## src/rtl/flash_seq_pkg.sv

```systemverilog
package flash_seq_pkg;
  localparam logic [15:0] UNL_ADDR_A = 16'h5555;
  localparam logic [15:0] UNL_ADDR_B = 16'h2AAA;
  localparam logic [7:0]  UNL_DATA_A = 8'hAA;
  localparam logic [7:0]  UNL_DATA_B = 8'h55;
  localparam logic [7:0]  OP_ERASE_SETUP = 8'h80;
  localparam logic [7:0]  OP_CHIP_ERASE  = 8'h10;
  localparam logic [7:0]  OP_PROGRAM     = 8'hA0;
  localparam logic [7:0]  OP_ID_ENTER    = 8'h90;
  localparam logic [7:0]  OP_ID_EXIT     = 8'hF0;
  localparam logic [7:0]  OP_LOCK        = 8'h40;

  typedef enum logic [2:0] {
    SQ_IDLE, SQ_UNL1, SQ_UNL2, SQ_PROG, SQ_ERS3, SQ_ERS4, SQ_ERS5
  } seq_st_e;
endpackage

```

## src/rtl/flash_bus_if.sv

```systemverilog
module flash_bus_if #(
  parameter int TRP_CYC = 4,
  parameter int TRH_CYC = 3
) (
  input  logic clk_i,
  input  logic rst_ni,
  input  logic dev_rst_ni,
  input  logic ce_ni,
  input  logic oe_ni,
  input  logic we_ni,
  output logic wr_stb_o,
  output logic rd_start_o,
  output logic hard_rst_o,
  output logic rd_ok_o
);
  localparam int LW = $clog2(TRP_CYC + 1);
  localparam int RW = $clog2(TRH_CYC + 1);

  logic          we_q;
  logic          idle_q;
  logic [LW-1:0] low_cnt_q;
  logic [RW-1:0] rec_q;

  assign wr_stb_o   = dev_rst_ni & we_ni & ~we_q & ~ce_ni;
  assign rd_start_o = dev_rst_ni & ~ce_ni & ~oe_ni & idle_q;
  assign hard_rst_o = ~dev_rst_ni & (low_cnt_q == LW'(TRP_CYC - 1));
  assign rd_ok_o    = dev_rst_ni & (rec_q == '0);

  always_ff @(posedge clk_i or negedge rst_ni) begin
    if (!rst_ni) begin
      we_q      <= 1'b1;
      idle_q    <= 1'b1;
      low_cnt_q <= '0;
      rec_q     <= '0;
    end else begin
      we_q   <= we_ni;
      idle_q <= ce_ni | oe_ni;
      if (dev_rst_ni) begin
        low_cnt_q <= '0;
        if (rec_q != '0) rec_q <= rec_q - 1'b1;
      end else begin
        if (low_cnt_q != LW'(TRP_CYC)) low_cnt_q <= low_cnt_q + 1'b1;
        // qualifying pulse arms the recovery window
        if (hard_rst_o || low_cnt_q == LW'(TRP_CYC)) rec_q <= RW'(TRH_CYC);
      end
    end
  end


  single_abort_chk: assert property (@(posedge clk_i) disable iff (!rst_ni)
    hard_rst_o |=> !hard_rst_o);
endmodule

```

## src/rtl/flash_cmd_fsm.sv

```systemverilog
module flash_cmd_fsm
  import flash_seq_pkg::*;
#(
  parameter int ADDR_W = 16
) (
  input  logic              clk_i,
  input  logic              rst_ni,
  input  logic              wr_stb_i,
  input  logic              busy_i,
  input  logic              hard_rst_i,
  input  logic [ADDR_W-1:0] addr_i,
  input  logic [7:0]        data_i,
  output logic              id_mode_o,
  output logic              prog_o,
  output logic              erase_o,
  output logic              lock_o
);
  seq_st_e st_q;
  logic    id_q;
  logic    take, hit_a, hit_b, at_a;

  assign take  = wr_stb_i & ~busy_i;
  assign at_a  = addr_i == ADDR_W'(UNL_ADDR_A);
  assign hit_a = at_a & (data_i == UNL_DATA_A);
  assign hit_b = (addr_i == ADDR_W'(UNL_ADDR_B)) & (data_i == UNL_DATA_B);

  assign prog_o    = take & (st_q == SQ_PROG);
  assign erase_o   = take & (st_q == SQ_ERS5) & at_a & (data_i == OP_CHIP_ERASE);
  assign lock_o    = take & (st_q == SQ_ERS5) & at_a & (data_i == OP_LOCK);
  assign id_mode_o = id_q;

  always_ff @(posedge clk_i or negedge rst_ni) begin
    if (!rst_ni) begin
      st_q <= SQ_IDLE;
      id_q <= 1'b0;
    end else if (hard_rst_i) begin
      st_q <= SQ_IDLE;
      id_q <= 1'b0;
    end else if (take) begin
      // default: sequence broken or finished -> array read
      st_q <= SQ_IDLE;
      id_q <= 1'b0;
      unique case (st_q)
        SQ_IDLE: if (hit_a) begin st_q <= SQ_UNL1; id_q <= id_q; end
        SQ_UNL1: if (hit_b) begin st_q <= SQ_UNL2; id_q <= id_q; end
        SQ_UNL2: if (at_a) begin
          unique case (data_i)
            OP_PROGRAM:     st_q <= SQ_PROG;
            OP_ID_ENTER:    id_q <= 1'b1;
            OP_ERASE_SETUP: st_q <= SQ_ERS3;
            default:        ;
          endcase
        end
        SQ_ERS3: if (hit_a) st_q <= SQ_ERS4;
        SQ_ERS4: if (hit_b) st_q <= SQ_ERS5;
        default: ;
      endcase
    end
  end


  abort_exits_id_chk: assert property (@(posedge clk_i) disable iff (!rst_ni)
    hard_rst_i |=> !id_mode_o);
endmodule

```

## src/rtl/flash_array.sv

```systemverilog
module flash_array #(
  parameter int          ADDR_W    = 16,
  parameter int          IDX_W     = 6,
  parameter logic [15:0] BOOT_LAST = 16'h1FFF,
  parameter int          ERASE_CYC = 200
) (
  input  logic              clk_i,
  input  logic              rst_ni,
  input  logic [ADDR_W-1:0] addr_i,
  input  logic [7:0]        data_i,
  input  logic              prog_i,
  input  logic              erase_i,
  input  logic              lock_i,
  input  logic              hv_i,
  input  logic              abort_i,
  output logic [7:0]        rd_data_o,
  output logic              lock_o,
  output logic              busy_o
);
  localparam int DEPTH = 1 << IDX_W;
  localparam int CW    = $clog2(ERASE_CYC + 1);

  logic [DEPTH-1:0][7:0] mem_q;
  logic                  lock_q, busy_q;
  logic [CW-1:0]         run_q;
  logic [IDX_W:0]        wk_q;
  logic                  in_boot, blocked, wk_prot;
  logic [IDX_W-1:0]      idx;

  assign in_boot   = addr_i <= ADDR_W'(BOOT_LAST);
  assign idx       = {in_boot, addr_i[IDX_W-2:0]};
  assign blocked   = lock_q & ~hv_i & in_boot;
  assign wk_prot   = lock_q & ~hv_i & wk_q[IDX_W-1];
  assign rd_data_o = mem_q[idx];
  assign lock_o    = lock_q;
  assign busy_o    = busy_q;

  always_ff @(posedge clk_i or negedge rst_ni) begin
    if (!rst_ni) begin
      mem_q  <= '1;
      lock_q <= 1'b0;
      busy_q <= 1'b0;
      run_q  <= '0;
      wk_q   <= (IDX_W+1)'(DEPTH);
    end else begin
      if (lock_i) lock_q <= 1'b1;
      if (abort_i) begin
        busy_q <= 1'b0;
      end else if (erase_i) begin
        busy_q <= 1'b1;
        run_q  <= CW'(ERASE_CYC - 1);
        wk_q   <= '0;
      end else if (busy_q) begin
        if (run_q == '0) busy_q <= 1'b0;
        else             run_q  <= run_q - 1'b1;
        if (wk_q != (IDX_W+1)'(DEPTH)) begin
          if (!wk_prot) mem_q[wk_q[IDX_W-1:0]] <= 8'hFF;
          wk_q <= wk_q + 1'b1;
        end
      end
      if (prog_i && !blocked) mem_q[idx] <= mem_q[idx] & data_i;
    end
  end


  boot_guard_chk: assert property (@(posedge clk_i) disable iff (!rst_ni)
    (prog_i && blocked) |=> $stable(mem_q));

  clear_only_chk: assert property (@(posedge clk_i) disable iff (!rst_ni)
    prog_i |=> ((mem_q & ~$past(mem_q)) == '0));

  no_cmd_busy_chk: assert property (@(posedge clk_i) disable iff (!rst_ni)
    (erase_i || prog_i || lock_i) |-> !busy_q);

  walk_done_chk: assert property (@(posedge clk_i) disable iff (!rst_ni)
    ($fell(busy_q) && !$past(abort_i)) |-> (wk_q == (IDX_W+1)'(DEPTH)));
endmodule

```

## src/rtl/flash_cmd_seq.sv

```systemverilog
module flash_cmd_seq #(
  parameter int          ADDR_W    = 16,
  parameter int          IDX_W     = 6,
  parameter logic [15:0] BOOT_LAST = 16'h1FFF,
  parameter int          ERASE_CYC = 200,
  parameter int          TRP_CYC   = 4,
  parameter int          TRH_CYC   = 3,
  parameter logic [7:0]  MFR_ID    = 8'hDA,
  parameter logic [7:0]  DEV_ID    = 8'h8C
) (
  input  logic              clk_i,
  input  logic              rst_ni,
  input  logic              dev_rst_ni,
  input  logic              hv_override_i,
  input  logic              ce_ni,
  input  logic              oe_ni,
  input  logic              we_ni,
  input  logic [ADDR_W-1:0] addr_i,
  input  logic [7:0]        data_i,
  output logic [7:0]        data_o,
  output logic              data_oe_o,
  output logic              busy_o
);
  logic       wr_stb, rd_start, hard_rst, rd_ok;
  logic       id_mode, prog, erase, lock_set, locked, busy;
  logic [7:0] arr_data, id_val, rd_val;
  logic       tog_q;

  flash_bus_if #(.TRP_CYC(TRP_CYC), .TRH_CYC(TRH_CYC)) u_bus (
    .clk_i, .rst_ni, .dev_rst_ni, .ce_ni, .oe_ni, .we_ni,
    .wr_stb_o(wr_stb), .rd_start_o(rd_start), .hard_rst_o(hard_rst), .rd_ok_o(rd_ok)
  );

  flash_cmd_fsm #(.ADDR_W(ADDR_W)) u_fsm (
    .clk_i, .rst_ni, .wr_stb_i(wr_stb), .busy_i(busy), .hard_rst_i(hard_rst),
    .addr_i, .data_i, .id_mode_o(id_mode), .prog_o(prog), .erase_o(erase),
    .lock_o(lock_set)
  );

  flash_array #(
    .ADDR_W(ADDR_W), .IDX_W(IDX_W), .BOOT_LAST(BOOT_LAST), .ERASE_CYC(ERASE_CYC)
  ) u_arr (
    .clk_i, .rst_ni, .addr_i, .data_i, .prog_i(prog), .erase_i(erase),
    .lock_i(lock_set), .hv_i(hv_override_i), .abort_i(hard_rst),
    .rd_data_o(arr_data), .lock_o(locked), .busy_o(busy)
  );

  always_comb begin
    if      (addr_i == ADDR_W'(0)) id_val = MFR_ID;
    else if (addr_i == ADDR_W'(1)) id_val = DEV_ID;
    else if (addr_i == ADDR_W'(2)) id_val = {7'b0, locked};
    else                           id_val = 8'h00;
  end

  always_ff @(posedge clk_i or negedge rst_ni) begin
    if (!rst_ni)              tog_q <= 1'b0;
    else if (rd_start & busy) tog_q <= ~tog_q;
  end

  assign rd_val    = busy ? {1'b0, tog_q, 6'b0} : (id_mode ? id_val : arr_data);
  assign data_oe_o = ~ce_ni & ~oe_ni & rd_ok;
  assign data_o    = data_oe_o ? rd_val : 8'h00;
  assign busy_o    = busy;


  bus_release_chk: assert property (@(posedge clk_i) disable iff (!rst_ni)
    data_oe_o |-> (!ce_ni && !oe_ni && dev_rst_ni));
endmodule

```

## config.mk

```make
export PLATFORM = sky130hd
export DESIGN_NAME = flash_cmd_seq
export DESIGN_NICKNAME = d
export VERILOG_FILES = /design/src/rtl/flash_seq_pkg.sv /design/src/rtl/flash_bus_if.sv /design/src/rtl/flash_cmd_fsm.sv /design/src/rtl/flash_array.sv /design/src/rtl/flash_cmd_seq.sv
export SDC_FILE = /design/constraint.sdc
export NUM_CORES = 1
export LEC_CHECK = 0
export BUFFER_PORTS_ARGS = -buffer_cell sky130_fd_sc_hd__buf_2
export CAP_MARGIN = 20
export CORE_MARGIN = 2
export CORE_UTILIZATION = 55
export DETAILED_ROUTE_END_ITERATION = 6
export PLACE_DENSITY = 0.74
export SKIP_LAST_GASP = 1
export SLEW_MARGIN = 20
export SYNTH_ARGS = -nofsm -noshare
export SYNTH_HDL_FRONTEND = slang
export SYNTH_SLANG_ARGS = --single-unit
```

## constraint.sdc

```tcl
create_clock -name clk_i -period 3 [get_ports clk_i]
set_clock_uncertainty 0.2 [all_clocks]
set_input_delay 0.15 -clock clk_i [delete_from_list [all_inputs] [get_ports clk_i]]
set_output_delay 0.15 -clock clk_i [all_outputs]
set_load 0.05 [all_outputs]
```

Word-level counts from Yosys, hierarchy flattened
Index checks and enable logic that the tools add are counted.
Storage, ports and cells
  bits in registers: 541
Operators by class
  $add $sub $neg: 4
  magnitude comparators: 5
  equal/unequal tests: 25
  muxes and demuxes: 50
  bitwise logic cells: 33
  reductions and logical operators: 19
Operators by type and width (number)
  $mux 512: 6
  $bwmux 512: 1
  $or 512x512->512: 1
  $demux 8 s6: 2
  $mux 8: 11
  $bmux 8 s6: 1
  $eq 8x8->1 const B: 4
  $and 1x1->1: 22
  $mux 3: 7
  $mux 7: 3
  $eq 16x1->1 const B: 1
  $eq 16x14->1 const B: 1
  $eq 16x15->1 const B: 1
  $eq 16x2->1 const B: 1
  $eq 8x7->1 const B: 2
  $le 16x13->1 const B: 1
  $logic_not 16->1: 1
  $pmux 3 s5: 1
  $lt 6x7->1 const B: 2
  $eq 3x3->1 const B: 4
  $ge 6x1->1 const B: 2
  $mux 1: 12
  $reduce_bool 2->1: 6
  $eq 3x2->1 const B: 3
  24 further kinds: 40

Longest topological paths before layout
  depth after elaboration: 12
  gate-level depth with buffers: 11
  mapped depth without buffers: 8

Cells and area by module
A second synthesis with hierarchy kept.
Unflattened totals
  cells, all modules: 2423
  area total of the unflattened synthesis: 26340.3 sq um
By module, submodules not included
  flash_array: instances 1, cells each 2302, area an instance 25244.2 sq um, sequential area each 13879.6 sq um
  flash_cmd_fsm: instances 1, cells each 55, area an instance 495.5 sq um, sequential area each 100.1 sq um
  flash_bus_if: instances 1, cells each 38, area an instance 395.4 sq um, sequential area each 177.7 sq um
  flash_cmd_seq: instances 1, cells each 28, area an instance 205.2 sq um, sequential area each 25.0 sq um

Worst setup path before layout
Ideal clock, no wire load.
  path type: flip-flop to output port
  start point: reg u_arr.busy_q (netlist: u_arr.busy_o)
  end point: out data_o[2]
  arrival: 3140 ps
  required time: 2650 ps
  path slack: -490 ps
  cell stages (with the launch flop): 5
  path buffers: 1
  cells stage by stage: dfrtp_1 -> clkbuf_1 -> or3_1 -> or4b_2 -> o32ai_1
On the way
  word-level cells in the longest chain between the ends: 2
RTL lines
  start: declaration: RTL line flash_array.sv:24  | logic lock_q, busy_q;
  start signal: assignment: RTL line flash_array.sv:42  | busy_q <= 1'b0;
  start signal: assignment: RTL line flash_array.sv:48  | busy_q <= 1'b0;
  start signal: assignment: RTL line flash_array.sv:50  | busy_q <= 1'b1;
  $mux 8: RTL line flash_cmd_seq.sv:60  | assign rd_val = busy ? {1'b0, tog_q, 6'b0} : (id_mode ? id_val : arr_data);
  $mux 8: RTL line flash_cmd_seq.sv:62  | assign data_o = data_oe_o ? rd_val : 8'h00;
  end: declaration: RTL line flash_cmd_seq.sv:20  | output logic [7:0] data_o,
No other way between the ends.

Final worst setup path
  start point: reg u_bus.rec_q[0]
  end point: out data_o[2]
On the way
  word-level cells in the longest chain between the ends: 4
RTL lines
  start: declaration: RTL line flash_bus_if.sv:22  | logic [RW-1:0] rec_q;
  start signal: assignment: RTL line flash_bus_if.sv:40  | if (rec_q != '0) rec_q <= rec_q - 1'b1;
  start signal: assignment: RTL line flash_bus_if.sv:44  | if (hard_rst_o || low_cnt_q == LW'(TRP_CYC)) rec_q <= RW'(TRH_CYC);
  $logic_not 2->1: RTL line flash_bus_if.sv:27  | assign rd_ok_o = dev_rst_ni & (rec_q == '0);
  $and 1x1->1: RTL line flash_bus_if.sv:27
  $and 1x1->1: RTL line flash_cmd_seq.sv:61  | assign data_oe_o = ~ce_ni & ~oe_ni & rd_ok;
  $mux 8: RTL line flash_cmd_seq.sv:62
No other way between the ends.

==> metrics.md <==
| Metric | Value |
|---|---|
| Switch Pwr | between 3 and 4 mW |
| Chip width | ~220 um |
| Top cells by count, synth | dfstp_2 (515), nor3_1 (249), o22a_1 (248), a21oi_1 (242), mux4_2 (116) |
| Initial Util | 0.5547 |
| Critical path data required time | roughly 2.7 ns |
| Worst setup startpoint | u_bus.rec_q[0] |
| End of the worst hold path | u_fsm.st_q[2] |
| Largest net degree at the start of global routing | 97 |
| Footprint of the multi-input gates | 11140 um^2 |
| HP Start | data_i[6] |
| Reg power frac | 0.467 |
| Reg clk slew, reported paths | approximately 0.060 ns |
| Detailed Route Iter0 Violations | 2314 |
| CP endpoint kind | output port |
| Crit-path max FO | 4 |
| Synth cell types | 65 |
| Core Area | about 46000 um^2 |
| Worst vdd rail ir drop | approximately 590 uV |
| Vias/cell | just under 7 |
| Flops & latches, synth | roughly 540 |
| Antenna Cells | 0 |
| Cell with the most instances after synthesis | dfstp_2 |
| Clk sink count | 541 |
| Die Y | around 220 um |
| P&R area growth vs syn | 19.20% |
| First-pass GRT wire length | 122.6 mm |
| Final net count | 2340 |
| P_int | ~12 mW |
| Syn avg cell area | 12.15 um^2 |
| Post-synth EDFFs | 0 |
| Worst R2R Path Depth | 10 |
| I/O pins | 41 |
| Vias in the first global route | approximately 21000 |
| Worst relative slew slack | 0.3734 |
| Root Driver | clkbuf_16 |
| CP Class | reg -> out |
| Util after Layout | 0.6612 |
| Routed len/inst | between 20 and 30 um |
| Maximum buffer depth of the clock tree | 3 |
| Share of cells above drive strength 1 | 0.4644 |
| Vias after detailed routing | ~20000 |
| Fmax | approximately 320 MHz |
| Setup violators final | 5 |
| R2R Setup Slk | ~0.12 ns |
| Share of flip-flops with an asynchronous set or reset | 1.000 |
| Non-Filler Instances | a little under 3000 |
| Fillers | between 3000 and 4000 |
| Post-Place Cells | between 2000 and 3000 |
| Cell count of the worst hold path | 4 |
| Cell area after synthesis | between 20000 and 30000 um^2 |
| Post-route cell area | between 30000 and 40000 um^2 |
| Main flop type after synthesis | dfstp_2 |
| Min cycle time layout | 3.158 ns |
| Worst Slack Setup Final | -0.1576 ns |
| GPL Wtd Cong | 1.002 |
| Synth top area cells | dfstp_2 (53%), mux4_2 (10%), o22a_1 (8.4%), nor3_1 (4.8%), a21oi_1 (4.7%) |
| TritonCTS Buffers | 56 |
| Switching Fraction | 0.2337 |
| Worst Tran Pin Value | about 0.94 ns |
| CTS tree | done |
| Worst reg2reg path startpoint | u_bus.low_cnt_q[0] |
| Area leader, netlist | dfstp_2 |
| Share of the synthesized area in the top cell type | 0.5262 |
| Placed Instance Area | 28070 um^2 |
| Hold Crit Class | in -> reg |
| CP Data Arrival Time | 2.81 ns |
| Logic gate share of total power | 0.075 |
| Remaining antenna violation count | 0 |
| Number of remaining DRC errors | 0 |
| Seq/Total Area, Yosys | 0.5515 |
| Initial antenna violation count | 0 |
| Gate Count Post-Synth | ~2100 |
| Clk_lat worst skew | approximately 0.63 ns |
| Leakage power | around 12 nW |
| H-tree Lvls | 2 |
| Dpl hpwl | around 53 mm |
| Slew Limit Fails | 0 |
| Row Count | 79 |
| Remaining global-route overflow | 0 |
| Unrepaired setup endpoints after global routing | true |
| Port Buffer Count | 40 |
| Storage element area | about 14000 um^2 |
| Violated checks | setup timing |
| Final period util | 1.053 |
| WL final | between 70 and 80 mm |
| Final hold vios | 0 |
| DRT Pass-1 Iters | 6 |
| Mapped Nets | approximately 2200 |
| Crit path launch type | flop |
| Max Cap Viol | 0 |
| Synth Warn # | 0 |
| Clock power frac | 0.459 |
| Reg2reg end | u_arr.mem_q[402] |
| PD cells | ~520 nW/um^2 |
| Outcome | complete, but fails checks |
| Die area | slightly below 50000 um^2 |
| Total Routing Usage GR | 0.3335 |
layer usage:
metal  part of all wire  track usage  wire (um)
met5                  0            0          0
met4              0.054       0.1698       4286
met3              0.090      0.06392       7150
met2               0.46       0.5129      36340
met1               0.40       0.4559      31250
cell usage in the layout (no fill, tap or decap), types with 56 or more instances in the layout:
cell type,instances
dfstp_2,515
o22a_1,248
nor3_1,240
a21oi_1,240
buf_4,181
mux4_2,116
nor2_1,77
nand2_1,76
clkbuf_16,57
a22oi_1,56
worst max-delay path: stages, from the launching register on:
cell,delay [ns]
dfrtp_1,0.40
inv_2,0.08
ha_4,0.15
nand2_4,0.05
or3_4,0.38
or4b_4,0.56
o32ai_4,0.36
buf_6,0.22
worst max path at each step:
stage / cells after the start / end / slack [ns]
3_3_place_gp: 12 / data_o[7] / -0.11
4_1_cts: 7 / data_o[2] / -0.25
5_1_grt: 7 / data_o[2] / -0.18
3_5_place_dp: 12 / data_o[7] / -0.16
2_1_floorplan: 4 / data_o[3] / -0.06
6_report: 7 / data_o[2] / -0.16
flip-flops by register name, indices dropped and copies added (netlist names), 2 cells and up:
signal,count
u_arr.mem_q,512
u_arr.run_q,8
u_arr.wk_q,7
u_bus.low_cnt_q,3
u_bus.rec_q,2
u_fsm.st_q,3
cell type report:
cell class | instances | share of cell area
Clock buffer | 79 | 0.05347
Clock inverter | 25 | 0.009633
Inverter | 16 | 0.001959
Multi-Input combinational cell | 1407 | 0.3636
Sequential cell | 541 | 0.4627
Tap cell | 607 | 0.02478
Timing Repair Buffer | 279 | 0.08392
logic make-up (layout without fill, tap and decap cells):
group                      count (synthesis)  in the layout  share of synthesized area
muxes                                    150            150                     0.1152
xor gates and xnor gates                  13             13                   0.004428
adders and majority gates                  8              8                   0.003893
buffers and inverters                    168            399                    0.03046
AOI/OAI and AO/OA                        676            676                     0.1815
and+or+nand+nor                          560            560                     0.1130
DFF                                      541            541                     0.5515
power groups by stage:
stage / combinational (mW) / sequential [mW] / clock, mW
final: 1.18 / 7.40 / 7.27
after global routing: 1.26 / 7.40 / 7.64
after CTS: 1.15 / 7.39 / 7.33
after detailed placement: 1.03 / 7.50 / 0
after global placement: 1.01 / 7.50 / 0
after floorplan: 0.504 / 7.49 / 0
per-stage QoR:
| stage | hold slack [ns] | TNS (ns) | total power, mW | setup WS [ns] |
|---|---|---|---|---|
| floorplan | -0.3456 | -0.1768 | 7.998 | -0.06059 |
| global placement | 0.008094 | -0.9904 | 8.507 | -0.1058 |
| detailed placement | 0.02705 | -1.348 | 8.532 | -0.1640 |
| CTS | 0.02059 | -0.8916 | 15.88 | -0.2479 |
| global route | 0.08256 | -0.7339 | 16.30 | -0.1825 |
| finish | 0.06151 | -0.5788 | 15.85 | -0.1576 |
what timing repair did:
| item | 4_1_cts | 5_1_grt |
|---|---|---|
| setup endpoints to repair | 62 | 200 |
| hold buffers | 21 | 0 |
| setup buffers | 7 | 2 |
| gates resized for setup | 52 | 41 |
| pin swaps | 8 | 12 |
| hold endpoints to repair | 100 | 0 |
Note: power is estimated with default switching activity, not from simulation.
